$ cat config.mk
export PLATFORM = sky130hd
export DESIGN_NAME = wake_timer
export DESIGN_NICKNAME = d
export VERILOG_FILES = /design/src/rtl/wkt_pkg.sv /design/src/rtl/wkt_ctrl.sv /design/src/rtl/wkt_datapath.sv /design/src/rtl/wake_timer.sv
export SDC_FILE = /design/constraint.sdc
export NUM_CORES = 1
export LEC_CHECK = 0
export BUFFER_PORTS_ARGS = -buffer_cell sky130_fd_sc_hd__buf_4
export CAP_MARGIN = 15
export CORE_MARGIN = 2
export CORE_UTILIZATION = 53
export DETAILED_ROUTE_END_ITERATION = 16
export GPL_TIMING_DRIVEN = 1
export PLACE_DENSITY = 0.8
export SYNTH_ARGS = -nofsm -noshare
export SYNTH_HDL_FRONTEND = slang
export SYNTH_HIERARCHICAL = 1
export SYNTH_SLANG_ARGS = --single-unit
$ cat constraint.sdc
create_clock -name clk -period 2.4 [get_ports clk]
set_clock_uncertainty 0.15 [all_clocks]
set_input_delay 0.24 -clock clk [delete_from_list [all_inputs] [get_ports clk]]
set_output_delay 0.24 -clock clk [all_outputs]
set_load 0.02 [all_outputs]
$ cat src/rtl/wkt_pkg.sv
package wkt_pkg;
  localparam int unsigned REG_W     = 8;
  localparam int unsigned SEL_BIT   = 7;
  localparam int unsigned EN_BIT    = 2;
  localparam int unsigned IE_BIT    = 1;
  localparam int unsigned FLAG_BIT  = 0;
  localparam int unsigned CTRL_ADDR = 0;

  typedef struct packed {
    logic run;     // timer enabled
    logic tickEn;  // selected source ticks this cycle
  } wktStrobes_t;
endpackage

$ cat src/rtl/wkt_ctrl.sv
module wkt_ctrl
  import wkt_pkg::*;
#(
  parameter int unsigned PERIOD_W = 16,
  parameter int unsigned ADDR_W   = 2
) (
  input  logic                clk,
  input  logic                rstN,
  input  logic                regWrEn,
  input  logic [ADDR_W-1:0]   regAddr,
  input  logic [REG_W-1:0]    regWdata,
  input  logic                autoTick,
  input  logic                expire,
  output wktStrobes_t         strobes,
  output logic [PERIOD_W-1:0] reloadVal,
  output logic [REG_W-1:0]    regRdata,
  output logic                irq
);
  localparam int unsigned NUM_BYTES = PERIOD_W / REG_W;

  logic clkSel, featEn, intEn, flag;
  logic wrCtrl, clearReq;
  logic [PERIOD_W-1:0] period;
  logic unusedRsvd;

  assign unusedRsvd = ^regWdata[SEL_BIT-1:EN_BIT+1];
  assign wrCtrl   = regWrEn && (regAddr == ADDR_W'(CTRL_ADDR));
  assign clearReq = wrCtrl && regWdata[FLAG_BIT];

  always_ff @(posedge clk or negedge rstN) begin
    if (!rstN) begin
      clkSel <= 1'b0;
      featEn <= 1'b0;
      intEn  <= 1'b0;
    end else if (wrCtrl) begin
      if (!featEn && !regWdata[EN_BIT]) clkSel <= regWdata[SEL_BIT];
      featEn <= regWdata[EN_BIT];
      intEn  <= regWdata[IE_BIT];
    end
  end

  always_ff @(posedge clk or negedge rstN) begin
    if (!rstN)         flag <= 1'b0;
    else if (clearReq) flag <= 1'b0;
    else if (expire)   flag <= 1'b1;
  end

  for (genvar b = 0; b < NUM_BYTES; b++) begin : g_perByte
    always_ff @(posedge clk or negedge rstN) begin
      if (!rstN)
        period[b*REG_W +: REG_W] <= '0;
      else if (regWrEn && (regAddr == ADDR_W'(b + 1)))
        period[b*REG_W +: REG_W] <= regWdata;
    end
  end

  always_comb begin
    regRdata = '0;
    if (regAddr == ADDR_W'(CTRL_ADDR)) begin
      regRdata[SEL_BIT]  = clkSel;
      regRdata[EN_BIT]   = featEn;
      regRdata[IE_BIT]   = intEn;
      regRdata[FLAG_BIT] = flag;
    end
    for (int b = 0; b < NUM_BYTES; b++)
      if (regAddr == ADDR_W'(b + 1)) regRdata = period[b*REG_W +: REG_W];
  end

  assign strobes.run    = featEn;
  assign strobes.tickEn = featEn && (clkSel || autoTick);
  assign reloadVal      = period;
  assign irq            = flag && intEn;

  AST_CLKSEL_LOCKED: assert property (@(posedge clk) disable iff (!rstN)
    featEn |=> $stable(clkSel));
  AST_CLEAR_WINS: assert property (@(posedge clk) disable iff (!rstN)
    clearReq |=> !flag);
  AST_FLAG_STICKY: assert property (@(posedge clk) disable iff (!rstN)
    (flag && !clearReq) |=> flag);
endmodule

$ cat src/rtl/wkt_datapath.sv
module wkt_datapath
  import wkt_pkg::*;
#(
  parameter int unsigned PERIOD_W = 16
) (
  input  logic                clk,
  input  logic                rstN,
  input  wktStrobes_t         strobes,
  input  logic [PERIOD_W-1:0] reloadVal,
  output logic                expire
);
  logic [PERIOD_W-1:0] cnt;
  logic atZero;

  assign atZero = (cnt == '0);
  assign expire = strobes.run && strobes.tickEn && atZero;

  always_ff @(posedge clk or negedge rstN) begin
    if (!rstN)               cnt <= '0;
    else if (!strobes.run)   cnt <= reloadVal;
    else if (strobes.tickEn) cnt <= atZero ? reloadVal : cnt - PERIOD_W'(1);
  end

  AST_NO_TICK_NO_MOVE: assert property (@(posedge clk) disable iff (!rstN)
    (strobes.run && !strobes.tickEn) |=> (cnt == $past(cnt)));
  AST_EXPIRE_RELOADS: assert property (@(posedge clk) disable iff (!rstN)
    expire |=> (cnt == $past(reloadVal)));
endmodule

$ cat src/rtl/wake_timer.sv
module wake_timer
  import wkt_pkg::*;
#(
  parameter int unsigned PERIOD_W = 16,
  parameter int unsigned ADDR_W   = 2
) (
  input  logic              clk,
  input  logic              rstN,
  input  logic              regWrEn,
  input  logic [ADDR_W-1:0] regAddr,
  input  logic [7:0]        regWdata,
  output logic [7:0]        regRdata,
  input  logic              autoTick,
  output logic              irq
);
  wktStrobes_t         strobes;
  logic [PERIOD_W-1:0] reloadVal;
  logic                expire;

  wkt_ctrl #(.PERIOD_W(PERIOD_W), .ADDR_W(ADDR_W)) i_ctrl (
    .clk(clk), .rstN(rstN), .regWrEn(regWrEn), .regAddr(regAddr),
    .regWdata(regWdata), .autoTick(autoTick), .expire(expire),
    .strobes(strobes), .reloadVal(reloadVal), .regRdata(regRdata), .irq(irq)
  );

  wkt_datapath #(.PERIOD_W(PERIOD_W)) i_datapath (
    .clk(clk), .rstN(rstN), .strobes(strobes), .reloadVal(reloadVal),
    .expire(expire)
  );
endmodule

==> flow_summary_export.csv, run 1 <==
group,metric,value,unit
run_status,status,"finished with violations",
run_status,violations,"negative setup slack",
grt,grt_pass1_wl,9190,um
clock_tree,cts_tree,"done",
floorplanning,die_area,4710,um^2
detailed_routing,wire_per_inst,18.1,um
clock_tree,cts.sinks,36,
pwr,p_sw,932,uW
synthesis,synth_cells,212,
sta,worstMarginPinSlew,695,ps
sta,slew_viol_final,0,
flow_run,maxCapViolations,0,
grt,gr-usage-all-layers,26.5,%
setup_path,reg2reg_depth,6,
synthesis,syn_avg_cell_area,10.4,um^2
placement,routabilityCongestion,0.992,
worst_hold_path,hold_class,"in -> reg",
pwr,internal_power,1.63,mW
floorplanning,io_pins,23,
synthesis,synth_area_leader_cell,"dfrtp_1",
clock_tree,htreeDepth,2,
detailed_routing,first_iter_violations,174,
synthesis,synth-main-ff-cell,"dfrtp_1",
setup_path,required,2430,ps
setup_path,r2r_start,"i_datapath/cnt[1]",
clock_tree,cts_buffer_depth,2,
detailed_routing,ant_nets,0,
setup_path,cp-startpoint,"i_datapath/cnt[1]",
pwr,swShare,36.4,%
synthesis,ys_seq_area_share,40.7,%
synthesis,synth-edff-count,0,
sta,hold_ws,34.8,ps
setup_path,timing.rr.end,"i_datapath/cnt[9]",
setup_path,path_class,"reg -> reg",
detailed_routing,drcViolationCount,0,
setup_path,cp.arrival,2440,ps
pwr,power_frac_comb,43.3,%
setup_path,cpMaxStageDelayCell,"or4_4",
sta,finalSetupViolations,1,
synthesis,synthesis.area,2210,um^2
grt,grt_overflow,0,
synthesis,synth-compound-area-share,18.8,%
sta,period_needed,2410,ps
detailed_routing,first_pass_iters,5,
placement,buffer_ports.inserted,22,
pwr,peakVddDrop,0.553,mV
synthesis,synth_simple_gate_area_share,20.5,%
setup_path,cp-endpoint,"i_datapath/cnt[9]",
pwr,power.total,2.56,mW
grt,grt_max_degree,37,
synthesis,yosysUniqueCellTypes,59,
sta,relSlewSlack,53.3,%
setup_path,worst_setup_path_start_kind,"flop",
finish,fillers,312,
grt,antenna_found_initial,0,
clock_tree,clkTransAtPathRegs,80,ps
pwr,clock_power_share,20.9,%
finish,final_nets,275,
detailed_routing,routed-via-count,1965,
setup_path,r2r_setup_slack,-10,ps
floorplanning,core-area,4000,um^2
finish,area_growth,22.6,%
floorplanning,initial_utilization,55.4,%
setup_path,cp_max_fo,5,
synthesis,synth_top_family_by_area,"simple AND/OR/NAND/NOR gates",
finish,drive_above_1_share,34.6,%
detailed_routing,routed_wirelength,5620,um
clock_tree,clock_latency,290,ps
sta,final_hold_viol_count,0,
synthesis,ys_seq_elements,36,
synthesis,synth_fa_ha_area_share,1.13,%
sta,setup_slack,-12.6,ps
synthesis,synth_xor_area_share,0,%
synthesis,yosysMostFrequentCell,"dfrtp_1",
synthesis,synth_mux_area_share,12.8,%
synthesis,synth_commonest_cells,"dfrtp_1, inv_1, nor3_1",
synthesis,ys_warn_count,6,
clock_tree,cts_buffers,5,
synthesis,netlist_top_cells_area,"dfrtp_1, mux2_4, mux2_2",
pwr,p_leak,1.23,nW
floorplanning,rows,23,
setup_path,crit_chain,"inv_2 > ha_1 > or4b_4 > or4_4 > a32o_1 > a311o_1",
synthesis,ys_async_sr_fraction,100,%
finish,diodes,0,
sta,rsz0062_at_grt,"true",
synthesis,synth_top_area_share,40.7,%
finish,stdcell_count,310,
sta,max_freq,0.414,GHz
placement,dp.cells,296,
setup_path,slowest_delay,530,ps
floorplanning,die_h,68.6,um
clock_tree,cts_root_buffer,"clkbuf_8",
sta,timing.final.crit_share,101,%
setup_path,end_kind,"flop",
floorplanning,die_w,68.6,um
grt,first_global_vias,1817,
synthesis,syn_nets,228,
pwr,power.density,943,nW/um^2
detailed_routing,viasPerCell,6.34,
pwr,p_seq_share,35.8,%
placement,dp_hpwl,4020,um
[cells in the final DEF, fill, tap and decap left out, types with 3 or more instances in the layout]
cell type and instances:
buf_4 49, dfrtp_1 36, nor3_1 11, mux2_2 10
nor2_1 10, inv_1 9, o21ai_0 8, mux2_4 8
nand2_1 7, a2bb2oi_1 6, clkbuf_8 5, nor2b_1 5
a22o_1 4, mux2i_1 4, and3_1 4, o31ai_1 4
nor4_1 4, nand4_1 4, a31oi_1 4, and2_1 3
nand2b_1 3, or3_1 3, o22ai_1 3, o311a_1 3
nand3_1 3, a211o_1 3
[per-layer routing]
layer  share of wire [%]  vias up  GRT usage, %
met3                 5.9       11          4.55
met4                 1.9        0          8.25
li1                    -      912             -
met2                  49       78          42.4
met5                   0        -             0
met1                  43      964          36.7
[worst min-delay path by stage]
stage | start | end | slack [ps] | cells after the start
finish | regWdata[7] | i_ctrl/clkSel | 30 | 2
global route | regWdata[5] | i_ctrl/reloadVal[5] | 30 | 2
CTS | regWdata[7] | i_ctrl/clkSel | 30 | 2
detailed placement | rstN | i_datapath/cnt[3] | 70 | 1
global placement | rstN | i_datapath/cnt[14] | 80 | 1
floorplan | rstN | i_ctrl/clkSel | -210 | 0
[power by group through the flow]
stage | registers, mW | clock network [mW] | logic [mW]
floorplan | 0.935 | 0 | 0.631
global placement | 0.908 | 0 | 1.02
detailed placement | 0.923 | 0 | 1.03
CTS | 0.911 | 0.544 | 1.05
global route | 0.944 | 0.570 | 1.20
finish | 0.917 | 0.536 | 1.11
[cell type report]
type                            instances  area [um^2]  area share, %
Sequential cell                        36          901           33.2
Clock buffer                            5         68.8           2.53
Multi-Input combinational cell        153         1200           44.2
Tap cell                               50         62.6           2.30
Clock inverter                          3         42.5           1.57
Inverter                               11         41.3           1.52
Timing Repair Buffer                   52          399           14.7
[kinds of logic (layout without fill, tap and decap cells)]
| kind of cell | after synthesis | in the layout |
|---|---|---|
| muxes | 23 | 23 |
| adders and majority gates | 2 | 2 |
| buffers and inverters | 23 | 71 |
| AOI/OAI and AO/OA | 54 | 54 |
| and+or+nand+nor | 74 | 74 |
| DFF | 36 | 36 |
[metrics by stage]
| step | worst slack [ps] | area, um^2 | setup TNS (ps) | util, % |
|---|---|---|---|---|
| CTS | 0.161 | 2670 | 0 | 66.8 |
| detailed placement | 2.29 | 2530 | 0 | 63.3 |
| global placement | 44.1 | 2530 | 0 | 63.3 |
| floorplan | 32.1 | 2220 | 0 | - |
| finish | -12.6 | 2720 | -12.6 | 67.9 |
| global route | -73.1 | 2720 | -149 | 67.9 |
[registers in the layout (all words and copies together) (netlist names)]
signal and cells:
i_ctrl/clkSel 1, i_ctrl/featEn 1, i_datapath/cnt 16, i_ctrl/reloadVal 16, i_ctrl/intEn 1, i_ctrl/flag 1
[worst max-delay path: cells and delay by family (launching register included)]
family,cells,cell delay [ps]
AOI/OAI and AO/OA,2,530
adders and majority gates,1,120
buffers and inverters,1,70
DFF,1,400
and+or+nand+nor,2,1040
[repair_timing]
| item | 4_1_cts | 5_1_grt |
|---|---|---|
| setup endpoints to repair | 1 | 12 |
| pin swaps | 0 | 2 |
| hold endpoints to repair | 37 | 0 |
| hold buffers | 2 | 0 |
| buffers inserted | 1 | 3 |
| gates resized for setup | 0 | 6 |
(Power assumes the default switching activity.)
==> run 2, diff against run 1 <==
Settings changed: CORE_UTILIZATION 53 to 58, PLACE_DENSITY 0.8 to 0.83.
Clock period 2.4 ns to 2.5 ns, I/O delays scaled along.
==> flow_summary_export.csv, run 2 (synthesized netlist as in run 1, its figures left out) <==
group,metric,value,unit
run_status,status,"complete, no violations",
detailed_routing,routed-via-count,1983,
sta,setup_slack,50.0,ps
finish,area_growth,21.0,%
clock_tree,clock_latency,290,ps
grt,gr-usage-all-layers,30.4,%
sta,period_needed,2450,ps
finish,fin_area,2680,um^2
detailed_routing,drcViolationCount,0,
pwr,internal_power,1.48,mW
detailed_routing,first_pass_iters,4,
floorplanning,die_w,65.8,um
detailed_routing,first_iter_violations,159,
placement,dp_slack,5.89,ps
setup_path,cp.arrival,2480,ps
floorplanning,rows,22,
sta,timing.final.crit_share,98.0,%
finish,drive_above_1_share,33.2,%
flow_run,maxCapViolations,0,
clock_tree,cts_tree,"done",
worst_hold_path,hold_class,"in -> reg",
setup_path,slowest_delay,520,ps
pwr,power_frac_comb,45.0,%
setup_path,critPathBufInv,1,
sta,fin_tns_setup,0,ps
setup_path,path_class,"reg -> reg",
placement,dp_hpwl,4160,um
clock_tree,cts_buffer_depth,2,
placement,routabilityCongestion,0.931,
pwr,power.density,892,nW/um^2
finish,stdcell_count,307,
setup_path,path_delay_family,"simple AND/OR/NAND/NOR gates",
sta,max_freq,0.408,GHz
sta,hold_ws,45.1,ps
floorplanning,io_pins,23,
detailed_routing,wire_per_inst,19.4,um
grt,grt_pass1_wl,9700,um
finish,final_nets,274,
setup_path,cp_max_fo,6,
clock_tree,cts_root_buffer,"clkbuf_8",
clock_tree,cts.sinks,36,
pwr,p_seq_share,37.2,%
placement,dp.cells,296,
finish,mostFrequentLayoutCells,"buf_4, dfrtp_1, inv_1, nor3_1",
finish,diodes,0,
finish,fillers,251,
grt,first_global_vias,1820,
clock_tree,cts_setup_buffers,0,
detailed_routing,ant_nets,0,
placement,buffer_ports.inserted,22,
sta,finalSetupViolations,0,
finish,final_util,73.2,%
sta,final_hold_viol_count,0,
floorplanning,initial_utilization,60.5,%
setup_path,required,2530,ps
detailed_routing,routed_wirelength,5960,um
clock_tree,cts_buffers,5,
sta,slew_viol_final,0,
pwr,p_sw,911,uW
sta,rsz0062_at_grt,"true",
grt,antenna_found_initial,0,
pwr,power.total,2.39,mW
pwr,clock_power_share,17.8,%
setup_path,crit_chain,"inv_1 > ha_1 > or4b_4 > or4_4 > a32o_1 > a311o_1",
sta,worstMarginPinSlew,585,ps
setup_path,cpMaxStageDelayCell,"or4_4",
finish,final_common_cell,"buf_4",
detailed_routing,viasPerCell,6.46,
grt,grt_overflow,0,
clock_tree,htreeDepth,2,
floorplanning,die_area,4330,um^2
floorplanning,die_h,65.8,um
placement,placed_area,2540,um^2
setup_path,worst_setup_path_start_kind,"flop",
pwr,swShare,38.1,%
floorplanning,core-area,3660,um^2
sta,relSlewSlack,60.6,%
grt,grt_max_degree,37,
clock_tree,clkTransAtPathRegs,70,ps
pwr,peakVddDrop,0.590,mV
setup_path,end_kind,"flop",
pwr,p_leak,1.22,nW
run 2: worst paths after layout:
kind / from / to / slack [ps] / cells past startpoint
worst max-delay path: i_datapath/cnt[0] / i_datapath/cnt[9] / 50 / 6
worst min-delay path: regWdata[6] / i_ctrl/reloadVal[14] / 50 / 2
worst max register to register: i_datapath/cnt[0] / i_datapath/cnt[9] / 50 / 6
worst min register to register: i_ctrl/reloadVal[0] / i_ctrl/reloadVal[0] / 390 / 1
max in group asynchronous: rstN / i_ctrl/featEn / 1560 / 2
min in group asynchronous: rstN / i_datapath/cnt[7] / 300 / 2
run 2: layer usage:
layer  up-vias  track usage (%)  routed length [um]
li1        904                -                   -
met1       979             42.4                2580
met2        85             47.7                2880
met3        15             5.79                 350
met4         0             9.90                 150
met5         -                0                   0
run 2: timing repair:
| action | CTS | global route |
|---|---|---|
| pin swaps | 0 | 1 |
| gates cloned | 0 | 1 |
| endpoints found under the hold margin | 37 | 0 |
| setup endpoints to repair | 2 | 2 |
| hold buffers | 2 | 0 |
| gates resized for setup | 1 | 1 |
run 2: layout make-up:
cell class	instances	area [um^2]	share of cell area (%)
multi-input combinational	153	1190	44.5
clock buffer	6	82.6	3.08
clock inverter	2	10.0	0.373
tap	48	60.1	2.24
sequential	36	901	33.6
timing repair buffer	51	392	14.6
inverter	11	41.3	1.54
run 2: power groups by stage:
stage	Clock (mW)	Sequential [mW]	Combinational, mW
after global routing	0.460	0.902	1.16
after detailed placement	0	0.888	1.02
after global placement	0	0.880	0.991
after CTS	0.435	0.880	1.04
after floorplan	0	0.897	0.603
final	0.425	0.890	1.08
